File: config.mk
export PLATFORM = sky130hd
export DESIGN_NAME = fr_timer
export DESIGN_NICKNAME = d
export VERILOG_FILES = /design/src/rtl/fr_timer_pkg.sv /design/src/rtl/fr_timer_dp.sv /design/src/rtl/fr_timer_ctrl.sv /design/src/rtl/fr_timer.sv
export SDC_FILE = /design/constraint.sdc
export NUM_CORES = 1
export LEC_CHECK = 0
export BUFFER_PORTS_ARGS = -buffer_cell sky130_fd_sc_hd__buf_2
export CAP_MARGIN = 10
export CORE_ASPECT_RATIO = 0.6
export CORE_MARGIN = 4
export CORE_UTILIZATION = 45
export CTS_CLUSTER_DIAMETER = 150
export CTS_CLUSTER_SIZE = 40
export DETAILED_ROUTE_END_ITERATION = 10
export HOLD_SLACK_MARGIN = 0.15
export PLACE_DENSITY = 0.68
export SYNTH_ARGS = -nofsm -noshare
export SYNTH_HDL_FRONTEND = slang
export SYNTH_HIERARCHICAL = 1
export SYNTH_SLANG_ARGS = --single-unit
File: constraint.sdc
create_clock -name clk -period 5.9 [get_ports clk]
set_clock_uncertainty 0.05 [all_clocks]
set_input_delay 1.77 -clock clk [delete_from_list [all_inputs] [get_ports clk]]
set_output_delay 1.77 -clock clk [all_outputs]
set_load 0.005 [all_outputs]
File: src/rtl/fr_timer_pkg.sv
package fr_timer_pkg;
  localparam int BYTE_W = 8;
  localparam int CNT_W  = 2 * BYTE_W;
  localparam int ADDR_W = 4;
  localparam int PRE_W  = 7;

  localparam logic [ADDR_W-1:0] ADR_CTRL  = 4'd0;
  localparam logic [ADDR_W-1:0] ADR_OUT   = 4'd1;
  localparam logic [ADDR_W-1:0] ADR_IEN   = 4'd2;
  localparam logic [ADDR_W-1:0] ADR_STAT  = 4'd3;
  localparam logic [ADDR_W-1:0] ADR_CNT_H = 4'd4;
  localparam logic [ADDR_W-1:0] ADR_CNT_L = 4'd5;
  localparam logic [ADDR_W-1:0] ADR_CMP_H = 4'd6;
  localparam logic [ADDR_W-1:0] ADR_CMP_L = 4'd7;
  localparam logic [ADDR_W-1:0] ADR_CAP_H = 4'd8;
  localparam logic [ADDR_W-1:0] ADR_CAP_L = 4'd9;
  localparam logic [ADDR_W-1:0] ADR_VEC_H = 4'd10;
  localparam logic [ADDR_W-1:0] ADR_VEC_L = 4'd11;

  localparam int BIT_CAP  = 7;
  localparam int BIT_CMPA = 3;
  localparam int BIT_CMPB = 2;
  localparam int BIT_OVF  = 1;
  localparam int BIT_CLRA = 0;
  localparam int BIT_SEL  = 4;
  localparam int BIT_LVLA = 1;
  localparam int BIT_LVLB = 0;
  localparam int BIT_EDGE = 7;

  typedef struct packed {
    logic             loadCount;
    logic             loadCmpA;
    logic             loadCmpB;
    logic [CNT_W-1:0] loadValue;
    logic [1:0]       clkSel;
    logic             capRising;
    logic             clrOnA;
  } strobes_t;

  typedef struct packed {
    logic matchA;
    logic matchB;
    logic overflow;
    logic capture;
  } events_t;
endpackage

File: src/rtl/fr_timer_dp.sv
module fr_timer_dp
  import fr_timer_pkg::*;
#(
  parameter int SYNC_STAGES = 2
) (
  input  logic             clk,
  input  logic             rstN,
  input  logic             extClk,
  input  logic             capPin,
  input  strobes_t         ctl,
  output events_t          evt,
  output logic             tick,
  output logic [CNT_W-1:0] count,
  output logic [CNT_W-1:0] cmpA,
  output logic [CNT_W-1:0] cmpB,
  output logic [CNT_W-1:0] capVal
);
  logic [PRE_W-1:0]       preCnt;
  logic [SYNC_STAGES-1:0] extSync;
  logic [SYNC_STAGES-1:0] capSync;
  logic                   extPrev;
  logic                   capPrev;
  logic                   extRise;
  logic                   capEdge;
  logic                   clrHit;

  always_ff @(posedge clk) begin
    if (!rstN) preCnt <= '0;
    else       preCnt <= preCnt + 1'b1;
  end

  // pin synchronizers, one chain per asynchronous input
  generate
    for (genvar s = 0; s < SYNC_STAGES; s++) begin : g_sync
      always_ff @(posedge clk) begin
        if (!rstN) begin
          extSync[s] <= 1'b0;
          capSync[s] <= 1'b0;
        end else if (s == 0) begin
          extSync[s] <= extClk;
          capSync[s] <= capPin;
        end else begin
          extSync[s] <= extSync[(s == 0) ? 0 : s-1];
          capSync[s] <= capSync[(s == 0) ? 0 : s-1];
        end
      end
    end
  endgenerate

  always_ff @(posedge clk) begin
    if (!rstN) begin
      extPrev <= 1'b0;
      capPrev <= 1'b0;
    end else begin
      extPrev <= extSync[SYNC_STAGES-1];
      capPrev <= capSync[SYNC_STAGES-1];
    end
  end

  assign extRise = extSync[SYNC_STAGES-1] & ~extPrev;
  assign capEdge = ctl.capRising ? (capSync[SYNC_STAGES-1] & ~capPrev)
                                 : (~capSync[SYNC_STAGES-1] & capPrev);

  always_comb begin
    case (ctl.clkSel)
      2'd0:    tick = &preCnt[2:0];
      2'd1:    tick = &preCnt[4:0];
      2'd2:    tick = &preCnt[6:0];
      default: tick = extRise;
    endcase
  end

  assign evt.matchA   = tick && (count == cmpA);
  assign evt.matchB   = tick && (count == cmpB);
  assign clrHit       = evt.matchA && ctl.clrOnA;
  assign evt.overflow = tick && (&count) && !clrHit;
  assign evt.capture  = capEdge;

  always_ff @(posedge clk) begin
    if (!rstN)              count <= '0;
    else if (ctl.loadCount) count <= ctl.loadValue;
    else if (clrHit)        count <= '0;
    else if (tick)          count <= count + 1'b1;
  end

  always_ff @(posedge clk) begin
    if (!rstN) begin
      cmpA   <= '0;
      cmpB   <= '0;
      capVal <= '0;
    end else begin
      if (ctl.loadCmpA) cmpA <= ctl.loadValue;
      if (ctl.loadCmpB) cmpB <= ctl.loadValue;
      if (capEdge)      capVal <= count;
    end
  end
endmodule

File: src/rtl/fr_timer_ctrl.sv
module fr_timer_ctrl
  import fr_timer_pkg::*;
(
  input  logic              clk,
  input  logic              rstN,
  input  logic [ADDR_W-1:0] busAddr,
  input  logic              busWrEn,
  input  logic              busRdEn,
  input  logic [BYTE_W-1:0] busWrData,
  output logic [BYTE_W-1:0] busRdData,
  input  events_t           evt,
  input  logic [CNT_W-1:0]  count,
  input  logic [CNT_W-1:0]  cmpA,
  input  logic [CNT_W-1:0]  cmpB,
  input  logic [CNT_W-1:0]  capVal,
  output strobes_t          ctl,
  output logic [BYTE_W-1:0] statByte,
  output logic              cmpOutA,
  output logic              cmpOutB,
  output logic              irqReq,
  output logic [BYTE_W-1:0] irqVector
);
  logic [1:0]        clkSel;
  logic              capRising, cmpSel, lvlA, lvlB, clrOnA;
  logic              ienCap, ienA, ienB, ienOvf;
  logic              flagCap, flagA, flagB, flagOvf;
  logic [BYTE_W-1:0] capVec, cmpVec, holdByte;
  logic [CNT_W-1:0]  cmpView;
  logic              statWr, capPend;

  function automatic logic wrHit(input logic [ADDR_W-1:0] a, input logic [ADDR_W-1:0] r,
                                 input logic en);
    return en && (a == r);
  endfunction

  assign statWr  = wrHit(busAddr, ADR_STAT, busWrEn);
  assign cmpView = cmpSel ? cmpB : cmpA;

  always_ff @(posedge clk) begin
    if (!rstN) begin
      clkSel <= '0; capRising <= 1'b0; cmpSel <= 1'b0; lvlA <= 1'b0; lvlB <= 1'b0;
      ienCap <= 1'b0; ienA <= 1'b0; ienB <= 1'b0; ienOvf <= 1'b0;
      capVec <= '0; cmpVec <= '0; clrOnA <= 1'b0;
    end else if (busWrEn) begin
      case (busAddr)
        ADR_CTRL: begin clkSel <= busWrData[1:0]; capRising <= busWrData[BIT_EDGE]; end
        ADR_OUT: begin
          cmpSel <= busWrData[BIT_SEL]; lvlA <= busWrData[BIT_LVLA]; lvlB <= busWrData[BIT_LVLB];
        end
        ADR_IEN: begin
          ienCap <= busWrData[BIT_CAP]; ienA <= busWrData[BIT_CMPA];
          ienB <= busWrData[BIT_CMPB]; ienOvf <= busWrData[BIT_OVF];
        end
        ADR_STAT:  clrOnA <= busWrData[BIT_CLRA];
        ADR_VEC_H: capVec <= busWrData;
        ADR_VEC_L: cmpVec <= busWrData;
        default: ;
      endcase
    end
  end

  // sticky flags: a set event beats a clearing write in the same cycle
  always_ff @(posedge clk) begin
    if (!rstN) begin
      flagCap <= 1'b0; flagA <= 1'b0; flagB <= 1'b0; flagOvf <= 1'b0;
    end else begin
      flagCap <= evt.capture  | (flagCap & ~(statWr & ~busWrData[BIT_CAP]));
      flagA   <= evt.matchA   | (flagA   & ~(statWr & ~busWrData[BIT_CMPA]));
      flagB   <= evt.matchB   | (flagB   & ~(statWr & ~busWrData[BIT_CMPB]));
      flagOvf <= evt.overflow | (flagOvf & ~(statWr & ~busWrData[BIT_OVF]));
    end
  end

  // shared holding byte for all 16-bit transfers
  always_ff @(posedge clk) begin
    if (!rstN) holdByte <= '0;
    else if (wrHit(busAddr, ADR_CNT_H, busWrEn) || wrHit(busAddr, ADR_CMP_H, busWrEn))
      holdByte <= busWrData;
    else if (wrHit(busAddr, ADR_CNT_H, busRdEn)) holdByte <= count[BYTE_W-1:0];
    else if (wrHit(busAddr, ADR_CMP_H, busRdEn)) holdByte <= cmpView[BYTE_W-1:0];
    else if (wrHit(busAddr, ADR_CAP_H, busRdEn)) holdByte <= capVal[BYTE_W-1:0];
  end

  always_ff @(posedge clk) begin
    if (!rstN) begin
      cmpOutA <= 1'b0;
      cmpOutB <= 1'b0;
    end else begin
      if (evt.matchA) cmpOutA <= lvlA;
      if (evt.matchB) cmpOutB <= lvlB;
    end
  end

  assign statByte = {flagCap, 3'b000, flagA, flagB, flagOvf, clrOnA};

  always_comb begin
    case (busAddr)
      ADR_CTRL:  busRdData = {capRising, 5'b00000, clkSel};
      ADR_OUT:   busRdData = {3'b000, cmpSel, 2'b00, lvlA, lvlB};
      ADR_IEN:   busRdData = {ienCap, 3'b000, ienA, ienB, ienOvf, 1'b0};
      ADR_STAT:  busRdData = statByte;
      ADR_CNT_H: busRdData = count[CNT_W-1:BYTE_W];
      ADR_CMP_H: busRdData = cmpView[CNT_W-1:BYTE_W];
      ADR_CAP_H: busRdData = capVal[CNT_W-1:BYTE_W];
      ADR_CNT_L, ADR_CMP_L, ADR_CAP_L: busRdData = holdByte;
      ADR_VEC_H: busRdData = capVec;
      ADR_VEC_L: busRdData = cmpVec;
      default:   busRdData = '0;
    endcase
  end

  assign capPend   = flagCap & ienCap;
  assign irqReq    = capPend | (flagA & ienA) | (flagB & ienB) | (flagOvf & ienOvf);
  assign irqVector = capPend ? capVec : cmpVec;

  assign ctl.loadCount = wrHit(busAddr, ADR_CNT_L, busWrEn);
  assign ctl.loadCmpA  = wrHit(busAddr, ADR_CMP_L, busWrEn) && !cmpSel;
  assign ctl.loadCmpB  = wrHit(busAddr, ADR_CMP_L, busWrEn) && cmpSel;
  assign ctl.loadValue = {holdByte, busWrData};
  assign ctl.clkSel    = clkSel;
  assign ctl.capRising = capRising;
  assign ctl.clrOnA    = clrOnA;
endmodule

File: src/rtl/fr_timer.sv
module fr_timer
  import fr_timer_pkg::*;
#(
  parameter int SYNC_STAGES = 2
) (
  input  logic              clk,
  input  logic              rstN,
  input  logic              extClk,
  input  logic              capPin,
  input  logic [ADDR_W-1:0] busAddr,
  input  logic              busWrEn,
  input  logic              busRdEn,
  input  logic [BYTE_W-1:0] busWrData,
  output logic [BYTE_W-1:0] busRdData,
  output logic              cmpOutA,
  output logic              cmpOutB,
  output logic              irqReq,
  output logic [BYTE_W-1:0] irqVector
);
  strobes_t          ctlS;
  events_t           evtS;
  logic              tickS;
  logic [CNT_W-1:0]  countVal, cmpAVal, cmpBVal, capVal;
  logic [BYTE_W-1:0] statByte;

  fr_timer_dp #(.SYNC_STAGES(SYNC_STAGES)) u_dp (
    .clk(clk), .rstN(rstN), .extClk(extClk), .capPin(capPin), .ctl(ctlS),
    .evt(evtS), .tick(tickS), .count(countVal), .cmpA(cmpAVal), .cmpB(cmpBVal),
    .capVal(capVal)
  );

  fr_timer_ctrl u_ctrl (
    .clk(clk), .rstN(rstN), .busAddr(busAddr), .busWrEn(busWrEn), .busRdEn(busRdEn),
    .busWrData(busWrData), .busRdData(busRdData), .evt(evtS), .count(countVal),
    .cmpA(cmpAVal), .cmpB(cmpBVal), .capVal(capVal), .ctl(ctlS), .statByte(statByte),
    .cmpOutA(cmpOutA), .cmpOutB(cmpOutB), .irqReq(irqReq), .irqVector(irqVector)
  );
endmodule

==> metrics.txt <==
startpoint types=primary input; diode insertion count for antenna repair=0; number of warnings printed during yosys synthesis=6; global-route wire length before repair=31230 um; relative contribution of sequential cells to total power=41.3%; DRC violation count after routing=0; net count after synthesis=754; worst-case reg-to-reg path depth=9; Cell Count Post-Placement=905; Post-Synthesis Cells=732; nets=754; unrepaired setup endpoints after global routing=false; beginning of the worst register-to-register path=u_dp/preCnt[0]; routed length per placed instance=21.74 um; Worst Path Class, Setup=in -> out; TritonCTS buffer count=17; Static Leakage=2.842 nW; effective utilization at floorplan=46.49%; gr ovfl total=0; Power Density=276.7 mW/mm2; CTS clk-pin slew, worst paths=0.06 ns; Critical-path top delay cell=sky130_fd_sc_hd__nor2_1; launch point of the worst path=busAddr[0]; antenna violation net count after detailed routing=0; height of the chip=100.6 um; highest clock frequency the design can meet=0.1801 GHz; largest fanout on the critical path=27; Worst VDD drop=151.2 uV; number of H-tree branching levels=4; Die Area=0.01633 mm2; total count of max-transition violations in the final report=0; kind of end point of the critical path=output port; Critical Path Most Common Cell=sky130_fd_sc_hd__buf_2; clock share of power=52.2%; Int Power=1.484 mW; outcome=complete, no violations; Comb pwr share=6.5%; number of I/O pins=37; arrival time of data at the critical path endpoint=3.73 ns; count of vias placed by the detailed router=5797; Max Cap Violations=0; clock tree root buffer cell=sky130_fd_sc_hd__clkbuf_16; Layout area overhead=11.97%; Worst Setup Slack post-DPL=0.5469 ns; routability-driven placement congestion ratio=0.9340; vias in the first global route=5419; startpoint of the most critical hold path=u_dp/capSync[0]; final setup violation count=0; post-synthesis average cell area=8.786 um2; number of DRC markers after the initial detailed-route iteration=869; count of port buffers added during placement=36; fin util=52.06%; count of placed standard cells in the final layout, fillers left out=937; data required time of the worst path=4.08 ns; endpoint of the worst hold path=u_dp/capSync[1]; antenna violations before repair=0; number of placement rows=33; share of post-route cells with drive strength above 1=14.23%; worst flop-to-flop path endpoint=u_ctrl/flagOvf; HPWL after detailed placement=14380 um; Max-Slew Margin vs Limit=34.85%; number of vias per cell after detailed routing=6.187; Clock Tree Buf Depth=2; overall routing resource usage=24.89%; Placeable Area=0.01383 mm2; crit share post-route=94.08%; detailed-router iteration count before antenna repair=7; transition at the pin with the smallest max-transition slack=0.9736 ns; switching power of the nets=508.2 uW; Final min period=5.551 ns; count of cells along the worst hold path=1; insertion delay of the later-clocked pin in the worst-skew pair=0.42 ns; TritonCTS clock tree=done; setup slack of the most critical reg-to-reg path=2.87 ns; total routed wirelength=20370 um; number of hold buffers added after cts=0; setup tns final=0 ns; number of buffers inserted by post-CTS setup repair=0; clock net sink count=118; largest net degree at the start of global routing=60; Final Worst Setup Slack=0.3490 ns; CP peak stage delay=0.82 ns; switching part of the total=25.51%; number of hold-slack violations in the final timing report=0; count of fill cells added during filler insertion=1311; worst hold-check path type=reg -> reg; die boundary width=162.3 um; ordered list of cells on the worst path=buf_2 > nor2_1 > a21oi_1 > o32ai_1 > a211o_1 > buf_2; CTS resizes=0; Post-Synthesis Cell Area=0.006431 mm2
==> critical path, delay by kind of cell <==
family          cells  cell delay (ns)
compound gates      3             0.72
buf+inv             2             0.42
simple gates        1             0.82
==> metal layers <==
layer | vias to the layer above | routed length [um] | part of all wire [%] | GRT usage, %
li1 | 2597 | - | - | -
met4 | 0 | 387 | 1.9 | 6.953
met3 | 37 | 2586 | 13 | 6.906
met1 | 2808 | 9615 | 47 | 38.83
met2 | 355 | 7778 | 38 | 32.78
met5 | - | 0 | 0 | 0
==> metrics by stage <==
step	cell area, um2	hold slack, ns	power (mW)
floorplan	6431	0.3619	0.9200
global placement	6610	0.3756	0.9593
detailed placement	6610	0.3776	0.9637
CTS	7201	0.3918	1.992
global route	7201	0.4129	2.049
finish	7201	0.3854	1.992
==> power by group through the flow <==
stage          Clock (mW)  Sequential, mW  Combinational (mW)
5_1_grt              1.09           0.824               0.137
3_3_place_gp            0           0.839               0.120
3_5_place_dp            0           0.839               0.124
6_report             1.04           0.823               0.130
4_1_cts              1.04           0.822               0.125
2_1_floorplan           0           0.832              0.0884
==> registers in the layout (all words and copies together) (netlist names), 7 cells and up <==
| name | count |
|---|---|
| u_dp/capVal | 16 |
| u_dp/cmpA | 16 |
| u_dp/cmpB | 16 |
| u_dp/count | 16 |
| u_ctrl/capVec | 8 |
| u_ctrl/cmpVec | 8 |
| u_ctrl/holdByte | 8 |
| u_dp/preCnt | 7 |
==> placed cells by master, fill, tap and decap left out, types with 19 or more instances in the layout <==
cell type	n
sky130_fd_sc_hd__inv_1	21
sky130_fd_sc_hd__nor2b_1	24
sky130_fd_sc_hd__buf_2	36
sky130_fd_sc_hd__nand2_1	43
sky130_fd_sc_hd__mux2i_1	83
sky130_fd_sc_hd__o21ai_0	19
sky130_fd_sc_hd__nand3_1	34
sky130_fd_sc_hd__nor2_1	76
sky130_fd_sc_hd__dfxtp_1	118
sky130_fd_sc_hd__xor2_1	39
==> worst max-delay path by stage <==
stage | slack [ns] | cells past startpoint | to
after global routing | 0.33 | 6 | busRdData[1]
after floorplan | 1.22 | 6 | busRdData[7]
after global placement | 0.60 | 6 | busRdData[2]
after CTS | 0.54 | 6 | busRdData[2]
after detailed placement | 0.55 | 6 | busRdData[2]
final | 0.35 | 6 | busRdData[1]
==> layout make-up <==
type | count | area (um2) | area share, %
multi-input cells | 525 | 3655 | 50.76
clock buffers | 19 | 442.9 | 6.151
repair buffers | 48 | 270.3 | 3.753
inverters | 22 | 82.58 | 1.147
clock inverters | 13 | 147.6 | 2.050
well taps | 192 | 240.2 | 3.336
flip-flops and latches | 118 | 2362 | 32.81
Note: power is estimated with default switching activity, not from simulation.
